<file path="src/rtl/cpp_pkg.sv">
package cpp_pkg;
  localparam int WC_W = 16;
  localparam int VC_W = 2;
  localparam int DT_W = 6;
  localparam int CS_W = 16;

  localparam logic [DT_W-1:0] DT_NULL  = 6'h10;
  localparam logic [DT_W-1:0] DT_BLANK = 6'h11;
  localparam logic [DT_W-1:0] DT_EMBED = 6'h12;
  localparam logic [DT_W-1:0] DT_LONG_MIN = 6'h10;

  typedef enum logic [1:0] {
    PK_SHORT,
    PK_DROP,
    PK_LONG
  } pkt_kind_t;

  typedef enum logic [1:0] {
    PS_IDLE,
    PS_PAY,
    PS_DROP
  } pstate_t;
endpackage

</file>
<file path="src/rtl/cpp_hdr_decode.sv">
module cpp_hdr_decode
  import cpp_pkg::*;
#(
  parameter int NB = 4
) (
  input  logic [8*NB-1:0] word,
  output logic [VC_W-1:0] vc,
  output logic [DT_W-1:0] dt,
  output logic [WC_W-1:0] wc,
  output pkt_kind_t       kind
);
  // byte 0: channel and type, bytes 1..2: count low then high, byte 3 unused
  assign dt = word[DT_W-1:0];
  assign vc = word[DT_W+VC_W-1:DT_W];
  assign wc = word[8+WC_W-1:8];

  always_comb begin
    if (dt < DT_LONG_MIN)                      kind = PK_SHORT;
    else if (dt == DT_NULL || dt == DT_BLANK)  kind = PK_DROP;
    else                                       kind = PK_LONG;
  end
endmodule

</file>
<file path="src/rtl/cpp_lane_map.sv">
module cpp_lane_map
  import cpp_pkg::*;
#(
  parameter int NB = 4
) (
  input  logic [WC_W+1:0] cnt,
  input  logic [WC_W-1:0] wc,
  output logic [NB-1:0]   keep,
  output logic            has_end,
  output logic [NB-1:0]   lo_hit,
  output logic [NB-1:0]   hi_hit
);
  localparam int CNT_W = WC_W + 2;

  logic [CNT_W-1:0] wc_ext;
  logic [CNT_W-1:0] end_pos;
  logic [CNT_W-1:0] hi_pos;
  logic [NB-1:0]    end_hit;

  assign wc_ext  = {2'b00, wc};
  assign end_pos = wc_ext - CNT_W'(1);
  assign hi_pos  = wc_ext + CNT_W'(1);

  for (genvar j = 0; j < NB; j++) begin : g_lane
    logic [CNT_W-1:0] idx;
    assign idx        = cnt + CNT_W'(j);
    assign keep[j]    = idx < wc_ext;
    assign end_hit[j] = (wc != '0) && (idx == end_pos);
    assign lo_hit[j]  = idx == wc_ext;
    assign hi_hit[j]  = idx == hi_pos;
  end

  assign has_end = |end_hit;
endmodule

</file>
<file path="src/rtl/csi_pkt_parser.sv">
module csi_pkt_parser
  import cpp_pkg::*;
#(
  parameter int NB = 4
) (
  input  logic              clk,
  input  logic              rst,
  input  logic              enable,
  input  logic              soft_rst,
  input  logic              lb_full,
  input  logic              in_valid,
  input  logic [8*NB-1:0]   in_data,
  input  logic              in_last,
  output logic              st_valid,
  output logic [8*NB-1:0]   st_data,
  output logic [NB-1:0]     st_keep,
  output logic              st_first,
  output logic              st_last,
  output logic              st_abort,
  output logic [VC_W-1:0]   st_vc,
  output logic [DT_W-1:0]   st_dt,
  output logic              sp_valid,
  output logic [VC_W-1:0]   sp_vc,
  output logic [DT_W-1:0]   sp_dt,
  output logic [WC_W-1:0]   sp_value,
  output logic              cs_valid,
  output logic [CS_W-1:0]   cs_value
);
  localparam int DW    = 8 * NB;
  localparam int CNT_W = WC_W + 2;

  pstate_t          state;
  logic [CNT_W-1:0] cnt_q;
  logic [WC_W-1:0]  wc_q;
  logic [VC_W-1:0]  vc_q;
  logic [DT_W-1:0]  dt_q;
  logic             first_pend;
  logic             pay_open;
  logic [7:0]       cs_lo_q;

  logic [VC_W-1:0]  h_vc;
  logic [DT_W-1:0]  h_dt;
  logic [WC_W-1:0]  h_wc;
  pkt_kind_t        h_kind;

  logic [NB-1:0]    lane_keep;
  logic             lane_end;
  logic [NB-1:0]    lo_hit;
  logic [NB-1:0]    hi_hit;
  logic [7:0]       lo_byte;
  logic [7:0]       hi_byte;
  logic [DW-1:0]    masked;
  logic             halt;
  logic             is_embed;

  cpp_hdr_decode #(.NB(NB)) u_hdr (
    .word (in_data),
    .vc   (h_vc),
    .dt   (h_dt),
    .wc   (h_wc),
    .kind (h_kind)
  );

  cpp_lane_map #(.NB(NB)) u_map (
    .cnt     (cnt_q),
    .wc      (wc_q),
    .keep    (lane_keep),
    .has_end (lane_end),
    .lo_hit  (lo_hit),
    .hi_hit  (hi_hit)
  );

  for (genvar j = 0; j < NB; j++) begin : g_mask
    assign masked[8*j +: 8] = lane_keep[j] ? in_data[8*j +: 8] : 8'h00;
  end

  always_comb begin
    lo_byte = 8'h00;
    hi_byte = 8'h00;
    for (int j = 0; j < NB; j++) begin
      if (lo_hit[j]) lo_byte = in_data[8*j +: 8];
      if (hi_hit[j]) hi_byte = in_data[8*j +: 8];
    end
  end

  assign halt     = soft_rst || !enable || lb_full;
  assign is_embed = dt_q == DT_EMBED;

  always_ff @(posedge clk) begin
    if (rst) begin
      state      <= PS_IDLE;
      cnt_q      <= '0;
      wc_q       <= '0;
      vc_q       <= '0;
      dt_q       <= '0;
      first_pend <= 1'b0;
      pay_open   <= 1'b0;
      cs_lo_q    <= '0;
      st_valid   <= 1'b0;
      st_data    <= '0;
      st_keep    <= '0;
      st_first   <= 1'b0;
      st_last    <= 1'b0;
      st_abort   <= 1'b0;
      st_vc      <= '0;
      st_dt      <= '0;
      sp_valid   <= 1'b0;
      sp_vc      <= '0;
      sp_dt      <= '0;
      sp_value   <= '0;
      cs_valid   <= 1'b0;
      cs_value   <= '0;
    end else begin
      st_valid <= 1'b0;
      sp_valid <= 1'b0;
      cs_valid <= 1'b0;
      unique case (state)
        PS_IDLE: begin
          if (in_valid) begin
            if (!enable || soft_rst) begin
              if (!in_last) state <= PS_DROP;
            end else begin
              unique case (h_kind)
                PK_SHORT: begin
                  sp_valid <= 1'b1;
                  sp_vc    <= h_vc;
                  sp_dt    <= h_dt;
                  sp_value <= h_wc;
                  if (!in_last) state <= PS_DROP;
                end
                PK_DROP: begin
                  if (!in_last) state <= PS_DROP;
                end
                default: begin
                  vc_q       <= h_vc;
                  dt_q       <= h_dt;
                  wc_q       <= h_wc;
                  cnt_q      <= '0;
                  first_pend <= 1'b1;
                  pay_open   <= h_wc != '0;
                  if (!in_last) state <= PS_PAY;
                end
              endcase
            end
          end
        end

        PS_PAY: begin
          if (halt) begin
            if (pay_open) begin
              st_valid <= 1'b1;
              st_data  <= '0;
              st_keep  <= '0;
              st_first <= first_pend;
              st_last  <= 1'b1;
              st_abort <= is_embed;
              st_vc    <= vc_q;
              st_dt    <= dt_q;
            end
            pay_open <= 1'b0;
            state    <= (in_valid && in_last) ? PS_IDLE : PS_DROP;
          end else if (in_valid) begin
            if (|lane_keep) begin
              st_valid   <= 1'b1;
              st_data    <= masked;
              st_keep    <= lane_keep;
              st_first   <= first_pend;
              st_vc      <= vc_q;
              st_dt      <= dt_q;
              first_pend <= 1'b0;
              // a burst that ends early closes the line as a termination
              if (in_last && !lane_end) begin
                st_last  <= 1'b1;
                st_abort <= is_embed;
              end else begin
                st_last  <= lane_end;
                st_abort <= 1'b0;
              end
            end
            if (lane_end) pay_open <= 1'b0;
            if (|lo_hit) cs_lo_q <= lo_byte;
            if (|hi_hit) begin
              cs_valid <= 1'b1;
              cs_value <= {hi_byte, (|lo_hit) ? lo_byte : cs_lo_q};
            end
            cnt_q <= cnt_q + CNT_W'(NB);
            if (|hi_hit) begin
              state <= in_last ? PS_IDLE : PS_DROP;
            end else if (in_last) begin
              pay_open <= 1'b0;
              state    <= PS_IDLE;
            end
          end
        end

        default: begin
          if (in_valid && in_last) state <= PS_IDLE;
        end
      endcase
    end
  end
endmodule

</file>
<file path="config.mk">
export PLATFORM = sky130hd
export DESIGN_NAME = csi_pkt_parser
export DESIGN_NICKNAME = d
export VERILOG_FILES = /design/src/rtl/cpp_pkg.sv /design/src/rtl/cpp_hdr_decode.sv /design/src/rtl/cpp_lane_map.sv /design/src/rtl/csi_pkt_parser.sv
export SDC_FILE = /design/constraint.sdc
export NUM_CORES = 1
export LEC_CHECK = 0
export CAP_MARGIN = 30
export CORE_MARGIN = 2
export CORE_UTILIZATION = 25
export DETAILED_ROUTE_END_ITERATION = 16
export DONT_BUFFER_PORTS = 1
export PLACE_DENSITY = 0.35
export SYNTH_ARGS = -nofsm -noshare
export SYNTH_HDL_FRONTEND = slang
export SYNTH_SLANG_ARGS = --single-unit
export TNS_END_PERCENT = 20
</file>
<file path="constraint.sdc">
create_clock -name clk -period 8.47 [get_ports clk]
set_input_delay 1.694 -clock clk [delete_from_list [all_inputs] [get_ports clk]]
set_output_delay 1.694 -clock clk [all_outputs]
set_load 0.005 [all_outputs]
</file>
==> results.md, run 1 <==
- TritonCTS Buffers: 17
- CP Launch Type: primary input
- Avg WL per Cell: 22.1 µm
- Most common flop cell mapped by yosys: dfxtp_1
- Final hold violations: 0
- R2R depth: 10
- Drt first pass iters: 4
- Mapped Cells: approximately 1000
- Post CTS Setup Buffer Count: 0
- CP endpoint kind: flip-flop
- Max cap viols: 0
- Tightest Pin Transition: 0.970 ns
- Final cell count without fillers: 1406
- Hold_sp: vc_q[1]
- Clock buffer depth: 2
- Die area: 34300 µm²
- Synth unique cells: between 70 and 80
- Arr. time, crit path: 4.48 ns
- Clock Skews: 0.0130 ns
- RR Endpoint: cs_value[4]
- Detailed-placement wirelength estimate: approximately 22 mm
- P_leak: 3.41 nW
- Area delta synth->final: 9.98%
- Hold Crit Endpoint: vc_q[1]
- GR Overflow Total: 0
- CORE AREA: 32500 µm²
- Vias: slightly above 7000
- Period utilization: 48.9%
- Post-synthesis cell area: ~8200 µm²
- Power Total: 1.63 mW
- Most frequent cells in the layout: nand2_1, dfxtp_1, a21oi_1
- Die height: 185 µm
- FILL cells: 3539
- R2R Setup Slk: 4.41 ns
- Setup crit start: soft_rst
- Root Buffer: clkbuf_16
- Hold path depth: 2
- Io pins: 129
- WS Path Type: primary input to flip-flop
- ANT cells: 0
- Vias in the first global route: 7117
- Fmax: 0.241 GHz
- Worst-Skew Late Latency: about 0.44 ns
- Synth top area share: 34.7%
- Routed vias/inst: 5.14
- Clk sink count: 142
- P per Cell Area: 181 nW/µm²
- Setup TNS: 0 ns
- Dpl cells: 1374
- Sequential Area: 2840 µm²
- R2R Path Start: wc_q[5]
- Seq/Total Area, Yosys: approximately a third
- Hold_ws: 0.458 ns
- Final Max Slew Viols: 0
- Placer Congestion: 0.801
- Initial Util: 25.3%
- DR DRC count: 0
- H-Tree Depth: 4
- CP max FO: 36
- Clock slew at reported path FFs: 0.06 ns
- Max IR drop VDD: 120 µV
- Relative max-transition margin: around a third
- Post-synth ARST share: 0%
- Ys Warns: 0
- Most common cell after layout, fill and taps aside: nand2_1
- Avg Inst Size Synth: 8.11 µm²
- Syn nets: 1099
- Rows: 66
- # port buffers: 0
- RSZ-0062 raised after global routing: no
- Drt total wl: 31.1 mm
- Final core occ: between 20 and 30%
- CTS Hold Bufs: 0
- Initial antenna violation count: 0
- Layout cells sized above 1: 7.26%
- Seq cells post-synth: 142
- Gr usage total: a little under a fifth
- Area taken by multi-input logic gates: 4780 µm²
- Die Span X: 185 µm
- Final setup fails: 0
- Area contributors post-synth: dfxtp_1, ha_1, nand2_1, a21oi_1, nor2_1
- Layout Nets: 1039
- Routed Antenna Nets: 0
- Post-route minimum period: between 4 and 5 ns
- 1st-iter DRT viols: 382
- Yosys top cell by area: dfxtp_1
- CTS tree: built
- Required time of the critical path: between 8 and 9 ns
- Cells resized by post-CTS repair: 0
- Largest net degree at the start of global routing: 80
- Global-route wire length before repair: 46.8 mm
- EDFF count, synth: 0
- Min-Delay Path Class: flip-flop to flip-flop
- Run status: finished, final reports clean
[stage by stage]
stage	setup WS (ns)	cell area, µm²
2_1_floorplan	4.85	8200
4_1_cts	4.33	9020
6_report	4.32	9020
3_3_place_gp	3.58	8330
3_5_place_dp	3.87	8420
5_1_grt	4.11	9020
[sequential cells by signal, summed over array words and instances, names as in the netlist, 4 cells and up]
register / count
st_data: 32
cs_value: 16
sp_dt: 6
cnt_q: 16
st_keep: 4
dt_q: 6
wc_q: 16
cs_lo_q: 8
st_dt: 6
sp_value: 16
[layout make-up]
class | count | share of cell area, %
clock buffer | 19 | 4.91
clock inverter | 13 | 1.68
inverter | 29 | 1.21
multi-input combinational | 749 | 53.1
sequential | 142 | 31.5
tap | 442 | 6.13
timing repair buffer | 12 | 1.48
[worst max-delay path by stage]
stage / cells past startpoint / endpoint / slack (ns)
after floorplan: 8 / cnt_q[17] / 4.85
after global placement: 8 / st_data[29] / 3.58
after detailed placement: 8 / st_data[22] / 3.87
after CTS: 8 / st_data[27] / 4.33
after global routing: 8 / st_data[26] / 4.11
final: 8 / st_data[27] / 4.32
[kinds of logic after synthesis]
family | after synthesis | synth area share [%]
muxes | 19 | 2.32
AOI/OAI and AO/OA | 271 | 22.7
and+or+nand+nor | 375 | 22.0
adders and majority gates | 49 | 7.48
buffers and inverters | 120 | 7.05
DFF | 142 | 34.7
xor gates and xnor gates | 35 | 3.74
[report_power, final]
group | switching, mW | internal [mW] | leakage [nW] | total, mW
sequential | 0.0115 | 0.674 | 1.15 | 0.685
combinational | 0.106 | 0.0574 | 1.99 | 0.163
clock | 0.332 | 0.448 | 0.283 | 0.780
[critical path, cell delays in order]
cell	delay (ns)
nand2b_1	0.21
nor2_1	0.38
nand3_1	0.76
a41oi_1	0.60
a31oi_2	0.08
and2_1	0.19
buf_4	0.24
a22o_1	0.28
[layer usage]
layer | track usage [%] | part of all wire, % | wire, µm | vias up
met5 | 0 | 0 | 0 | -
met4 | 5.78 | 2.0 | 637 | 0
met3 | 5.47 | 5.7 | 1790 | 32
met2 | 29.0 | 45 | 14000 | 200
met1 | 24.7 | 47 | 14600 | 3466
li1 | - | - | - | 3529
[synthesized netlist by cell type, types with 4 or more instances]
master and number:
o211ai_1 4, buf_6 4, o31ai_1 15, xnor2_1 18, a211o_1 4, nor4b_1 4
dfxtp_1 142, a21o_1 6, and2_1 5, nor2_1 77, clkbuf_1 68, nand4_1 19
nand2b_1 5, buf_2 7, a31o_1 6, and3_1 8, nor4_1 17, inv_1 28
nor3_1 21, or3_1 5, or2_2 6, o311ai_0 5, nand2_1 152, a21oi_1 92
mux2i_1 19, a22o_1 32, a2111oi_0 8, a221oi_1 8, clkbuf_8 7, nand3_1 27
a211oi_1 16, a31oi_1 4, o211a_1 8, ha_1 49, o21ai_0 35, xor2_1 17
No activity file was read; power rests on OpenSTA's default activity.
==> run 2: changes to the inputs <==
--- a/config.mk
+++ b/config.mk
@@ -10,7 +10,7 @@
 export CORE_UTILIZATION = 25
 export DETAILED_ROUTE_END_ITERATION = 16
 export DONT_BUFFER_PORTS = 1
-export PLACE_DENSITY = 0.35
+export PLACE_DENSITY = 0.37
 export SYNTH_ARGS = -nofsm -noshare
 export SYNTH_HDL_FRONTEND = slang
 export SYNTH_SLANG_ARGS = --single-unit
==> constraint.sdc (replaced) <==
create_clock -name clk -period 3.4 [get_ports clk]
set_input_delay 0.68 -clock clk [delete_from_list [all_inputs] [get_ports clk]]
set_output_delay 0.68 -clock clk [all_outputs]
set_load 0.005 [all_outputs]
==> run 2 against run 1 <==
- global-route usage increased by 0.52 points
- register-to-register slack got worse by 4.2 ns
- combinational power increased to 3.1 times the previous value
- critical endpoint is now cs_value[12]
==> results.md, run 2 (synthesis results as in run 1) <==
- R2R depth: 11 (was 10)
- P per Cell Area: 427 nW/µm² (was 181 nW/µm²)
- Final core occ: 29.6% (was 27.8%)
- Layout Nets: 1115 (was 1039)
- CP endpoint kind: flip-flop (unchanged)
- Layout cells sized above 1: 14.9% (was 7.26%)
- RR Endpoint: cs_value[12] (was cs_value[4])
- Placer Congestion: 0.828 (was 0.801)
- CTS tree: built (unchanged)
- Max cap viols: 0 (unchanged)
- # port buffers: 0 (unchanged)
- Gr usage total: 19.1% (was 18.6%)
- Die Span X: 185 µm (unchanged)
- Clock slew at reported path FFs: 0.07 ns (was 0.06 ns)
- CP Launch Type: flip-flop (was primary input)
- Power Total: 4.11 mW (was 1.63 mW)
- CORE AREA: 32500 µm² (unchanged)
- Routed vias/inst: 5.08 (was 5.14)
- Largest Register: st_data (unchanged)
- H-Tree Depth: 4 (unchanged)
- DP Area: 8960 µm² (was 8420 µm²)
- Final hold violations: 0 (unchanged)
- RSZ-0062 raised after global routing: no (unchanged)
- Cells resized by post-CTS repair: 2 (was 0)
- Drt total wl: 32.0 mm (was 31.1 mm)
- Slowest Stage Delay on Critical Path: 0.57 ns (was 0.76 ns)
- GR Overflow Total: 0 (unchanged)
- R2R Path Start: wc_q[7] (was wc_q[5])
- 1st-iter DRT viols: 514 (was 382)
- Hold_sp: rst (was vc_q[1])
- Final Max Slew Viols: 0 (unchanged)
- Clk sink count: 142 (unchanged)
- Hold path depth: 1 (was 2)
- DR DRC count: 0 (unchanged)
- Area delta synth->final: 17.3% (was 9.98%)
- Post CTS Setup Buffer Count: 0 (unchanged)
- R2R Setup Slk: 0.22 ns (was 4.41 ns)
- Hold_ws: 0.346 ns (was 0.458 ns)
- Tightest Pin Transition: 0.770 ns (was 0.970 ns)
- Required time of the critical path: 3.78 ns (was 8.80 ns)
- Clock buffer depth: 2 (unchanged)
- Period utilization: between 90 and 100%
- Global-route wire length before repair: 48.9 mm (was 46.8 mm)
- Most common cell after layout, fill and taps aside: nand2_1 (unchanged)
- Min-Delay Path Class: primary input to flip-flop (was flip-flop to flip-flop)
- Detailed-placement wirelength estimate: 24.0 mm (was 22.3 mm)
- Drt first pass iters: 5 (was 4)
- Arr. time, crit path: 3.56 ns (was 4.48 ns)
- CP max FO: 8 (was 36)
- Setup crit start: wc_q[7] (was soft_rst)
- Largest net degree at the start of global routing: 80 (unchanged)
- Fmax: 0.314 GHz
- Rows: 66 (unchanged)
- Routed Antenna Nets: 0 (unchanged)
- FILL cells: 3502 (was 3539)
- Max reg flops: 32 (unchanged)
- Run status: finished, final reports clean (unchanged)
- Max IR drop VDD: 267 µV (was 120 µV)
- Most frequent cells in the layout: nand2_1, dfxtp_1, a21oi_1 (unchanged)
- Cell area after layout: 9610 µm² (was 9020 µm²)
- Avg WL per Cell: 21.6 µm (was 22.1 µm)
- Initial antenna violation count: 0 (unchanged)
- Worst path cell trace: buf_4, xor2_2, nor4b_1, a2bb2oi_1, or4b_4, nor4_4, buf_4, nand4_4, a2111oi_1, buf_4, a31o_1 (was nand2b_1, nor2_1, nand3_1, a41oi_1, a31oi_2, and2_1, buf_4, a22o_1)
- Worst-Skew Late Latency: 0.43 ns (was 0.44 ns)
- ANT cells: 0 (unchanged)
- Slowest stage cell on the critical path: or4b_4 (was nand3_1)
- Final setup fails: 0 (unchanged)
- CTS Hold Bufs: 0 (unchanged)
- Vias: 7529 (was 7227)
- Clock Skews: 0.0134 ns (was 0.0130 ns)
- Post-route minimum period: 3.18 ns
- TritonCTS Buffers: 17 (unchanged)
- Root Buffer: clkbuf_16 (unchanged)
- WS Path Type: flip-flop to flip-flop (was primary input to flip-flop)
- Initial Util: 25.3% (unchanged)
- Vias in the first global route: 7466 (was 7117)
- Die area: 34300 µm² (unchanged)
- Io pins: 129 (unchanged)
- P_leak: 3.79 nW (was 3.41 nW)
- Hold Crit Endpoint: cs_valid (was vc_q[1])
- Worst path most repeated cell: buf_4
- Die height: 185 µm (unchanged)
- Relative max-transition margin: 48.5% (was 35.0%)
## run 2: per-layer routing
metal	share of wire, %	global-route usage (%)
met1	46	25.5
met2	46	30.7
met3	6.0	4.31
met4	2.0	5.78
met5	0	0
## run 2: worst max path at each step
stage,endpoint,slack (ns),cells after the start
finish,cs_value[12],0.22,11
global route,st_data[8],0.007,12
CTS,cs_value[4],0.03,11
detailed placement,cs_value[1],-0.03,11
global placement,cs_value[1],-0.06,11
floorplan,st_data[0],0.13,13
## run 2: where the power goes
group | internal (mW) | leakage (nW) | switching [mW]
clock | 0.988 | 0.290 | 0.926
combinational | 0.193 | 2.36 | 0.309
sequential | 1.68 | 1.15 | 0.0148
total | 2.86 | 3.79 | 1.25
## run 2: through the flow
| step | setup slack [ns] | setup TNS, ns | std cells |
|---|---|---|---|
| floorplan | 0.127 | 0 | 1011 |
| global placement | -0.0649 | -0.100 | 1449 |
| detailed placement | -0.0281 | -0.0281 | 1450 |
| CTS | 0.0333 | 0 | 1482 |
| global route | 0.00713 | 0 | 1482 |
| finish | 0.220 | 0 | 1482 |
## run 2: cell type report
cell class / count / area (µm²) / area share [%]
multi-input combinational: 749 / 4850 / 50.5
sequential: 142 / 2840 / 29.6
timing repair buffer: 88 / 671 / 6.98
tap: 442 / 553 / 5.75
clock buffer: 17 / 425 / 4.42
clock inverter: 15 / 160 / 1.67
inverter: 29 / 109 / 1.13
## run 2: worst max-delay path: cells and delay by family (launching register included)
| family | cells | cell delay (ns) |
|---|---|---|
| flip-flops | 1 | 0.37 |
| XOR/XNOR | 1 | 0.28 |
| AND/OR/NAND/NOR | 4 | 1.23 |
| AO/OA/AOI/OAI | 3 | 0.65 |
| buffers and inverters | 3 | 0.58 |
==> run 3: changes to the inputs <==
==> constraint.sdc (replaced) <==
create_clock -name clk -period 2.9 [get_ports clk]
set_input_delay 0.58 -clock clk [delete_from_list [all_inputs] [get_ports clk]]
set_output_delay 0.58 -clock clk [all_outputs]
set_load 0.005 [all_outputs]
==> run 3 against run 2 <==
- the flow now finishes with violations (setup timing)
- final area is 12% higher
- setup slack worse by 0.30 ns
- clock power is 18% higher
- hold slack worse by 0.12 ns
- global-route usage is 0.41 points higher
- sequential power is 18% higher
- combinational power is 57% higher
- clock-buffer cell count stayed put
- non-clock buffer count is 84 higher
- cell count is 5.7% higher
- critical endpoint is now st_data[7]
==> results.md, run 3 (synthesis results as in run 1) <==
- CP max FO: 18 (was 8)
- Root Buffer: clkbuf_16 (unchanged)
- Global-route wire length before repair: 49.6 mm (was 48.9 mm)
- Relative max-transition margin: 52.1% (was 48.5%)
- 1st-iter DRT viols: 454 (was 514)
- Routed Antenna Nets: 0 (unchanged)
- Setup ws final: -0.0767 ns (was 0.220 ns)
- WS Path Type: flip-flop to flip-flop (unchanged)
- Worst-Skew Late Latency: 0.44 ns (was 0.43 ns)
- R2R Path Start: wc_q[11] (was wc_q[7])
- Largest net degree at the start of global routing: 80 (unchanged)
- Min-Delay Path Class: primary input to flip-flop (unchanged)
- R2R depth: 11 (unchanged)
- Area taken by multi-input logic gates: 5270 µm² (was 4850 µm²)
- Tightest Pin Transition: 0.712 ns (was 0.770 ns)
- CP Launch Type: flip-flop (unchanged)
- Clock Skews: 0.0151 ns (was 0.0134 ns)
- Arr. time, crit path: 3.35 ns (was 3.56 ns)
- Clock slew at reported path FFs: 0.07 ns (about the same)
- Cell area after layout: 10800 µm² (was 9610 µm²)
- DP Area: 9550 µm² (was 8960 µm²)
- Routed vias/inst: 5.03 (was 5.08)
- R2R Setup Slk: -0.08 ns (was 0.22 ns)
- Die area: 34300 µm² (unchanged)
- Run status: finished, violations left (was finished, final reports clean)
- P_leak: 4.31 nW (was 3.79 nW)
- ANT cells: 0 (unchanged)
- # port buffers: 0 (unchanged)
- Max reg flops: 32 (unchanged)
- Drt first pass iters: 6 (was 5)
- Setup TNS: -1.37 ns (was 0 ns)
- CTS tree: built (unchanged)
- Vias: 7877 (was 7529)
- Final hold violations: 0 (unchanged)
- Failing checks: setup timing
- GR Overflow Total: 0 (unchanged)
- Area delta synth->final: 31.3% (was 17.3%)
- Die height: 185 µm (unchanged)
- Largest Register: st_data (unchanged)
- Dpl cells: 1518 (was 1450)
- Sequential Area: 2860 µm² (was 2840 µm²)
- Hold path depth: 1 (unchanged)
- P per Cell Area: 467 nW/µm² (was 427 nW/µm²)
- Initial antenna violation count: 0 (unchanged)
- RSZ-0062 raised after global routing: yes (was no)
- Layout cells sized above 1: 27.5% (was 14.9%)
- Clk sink count: 142 (unchanged)
- Slowest stage cell on the critical path: or3b_4 (was or4b_4)
- Initial Util: 25.3% (unchanged)
- Rows: 66 (unchanged)
- Final Max Slew Viols: 0 (unchanged)
- Worst setup endpoint: st_data[7] (was cs_value[12])
- FILL cells: 3430 (was 3502)
- Post-route minimum period: 2.98 ns (was 3.18 ns)
- Period utilization: 103% (was 93.5%)
- Placer Congestion: 0.867 (was 0.828)
- Dpl ws: -0.462 ns (was -0.0281 ns)
- Max cap viols: 0 (unchanged)
- Io pins: 129 (unchanged)
- RR Endpoint: st_data[7] (was cs_value[12])
- Avg WL per Cell: 21.3 µm (was 21.6 µm)
- Max IR drop VDD: 377 µV (was 267 µV)
- Clock buffer depth: 2 (unchanged)
- Fmax: 0.336 GHz (was 0.314 GHz)
- TritonCTS Buffers: 17 (unchanged)
- CP endpoint kind: flip-flop (unchanged)
- Drt total wl: 33.4 mm (was 32.0 mm)
- Most frequent cells in the layout: buf_4, nand2_1, dfxtp_1 (was nand2_1, dfxtp_1, a21oi_1)
- Die Span X: 185 µm (unchanged)
- Gr usage total: 19.5% (was 19.1%)
- Layout Nets: 1199 (was 1115)
- Most common cell after layout, fill and taps aside: buf_4 (was nand2_1)
- Setup crit start: wc_q[11] (was wc_q[7])
- Required time of the critical path: 3.28 ns (was 3.78 ns)
- H-Tree Depth: 4 (unchanged)
- Final cell count without fillers: 1566 (was 1482)
- Slowest Stage Delay on Critical Path: 0.42 ns (was 0.57 ns)
- Met2 Use GR: 32.0% (was 30.7%)
- GR met1 Demand/Resource: 25.6% (was 25.5%)
- Layer with the highest usage: met2 (unchanged)
- Detailed-placement wirelength estimate: 24.5 mm (was 24.0 mm)
- Vias in the first global route: 7841 (was 7466)
- Met3 Usage GRT: 4.92% (was 4.31%)
- Hold_ws: 0.224 ns (was 0.346 ns)
- DR DRC count: 0 (unchanged)
- CORE AREA: 32500 µm² (unchanged)
- Final setup fails: 35 (was 0)
- Worst path cell trace: inv_4, ha_4, or3b_4, nor4_4, nand2_2, o221ai_4, a41oi_4, a31oi_4, and2_4, clkbuf_16, a22o_1 (was buf_4, xor2_2, nor4b_1, a2bb2oi_1, or4b_4, nor4_4, buf_4, nand4_4, a2111oi_1, buf_4, a31o_1)
-- run 3: cell count changes in the layout (fill, tap and decap cells not counted), sizes merged --
cell	change
buf	+82
clkbuf	+2
clkinv	-1
clkinvlp	+1
-- run 3: worst min-delay path by stage --
stage	startpoint	endpoint	slack [ns]
after floorplan	vc_q[0]	vc_q[0]	0.44
after detailed placement	vc_q[0]	vc_q[0]	0.44
final	rst	cs_valid	0.22
after global routing	rst	cs_valid	0.21
after global placement	vc_q[1]	vc_q[1]	0.44
after CTS	rst	wc_q[7]	0.21
-- run 3: cell type report --
class / count / share of cell area, %
Timing Repair Buffer: 172 / 12.8
Inverter: 29 / 1.03
Multi-Input combinational cell: 749 / 48.9
Clock inverter: 15 / 1.51
Tap cell: 442 / 5.14
Sequential cell: 142 / 26.6
Clock buffer: 17 / 3.95
-- run 3: routing by layer --
metal	wire length, µm	up-vias	share of wire [%]
li1	-	3839	-
met1	15100	3799	45
met2	15800	213	47
met3	1980	26	5.9
met4	534	0	1.6
met5	0	-	0
-- run 3: repair_timing --
item / in CTS / in global routing
buffers inserted: 7 / 6
cloned: 0 / 3
pin swaps: 24 / 37
resized for setup: 60 / 40
hold buffers: 0 / 0
endpoints found under the setup margin: 71 / 74
-- run 3: worst max-delay path: cells and delay by family, from the launching register on --
kind	cells	cell delay (ns)
AND/OR/NAND/NOR	4	1.17
buffers and inverters	2	0.27
AO/OA/AOI/OAI	4	0.87
adder cells (fa/ha/maj)	1	0.25
flip-flops	1	0.35
-- run 3: power breakdown --
group	switching, mW	leakage (nW)	internal (mW)	total, mW
logic	0.434	2.87	0.354	0.788
clock network	1.10	0.286	1.16	2.26
registers	0.0185	1.15	1.97	1.99
-- run 3: per-stage QoR --
stage | utilization (%) | power (mW)
after floorplan | - | 2.42
after global placement | 29.4 | 2.68
after detailed placement | 29.4 | 2.68
after CTS | 32.3 | 5.03
after global routing | 33.2 | 5.23
final | 33.2 | 5.03
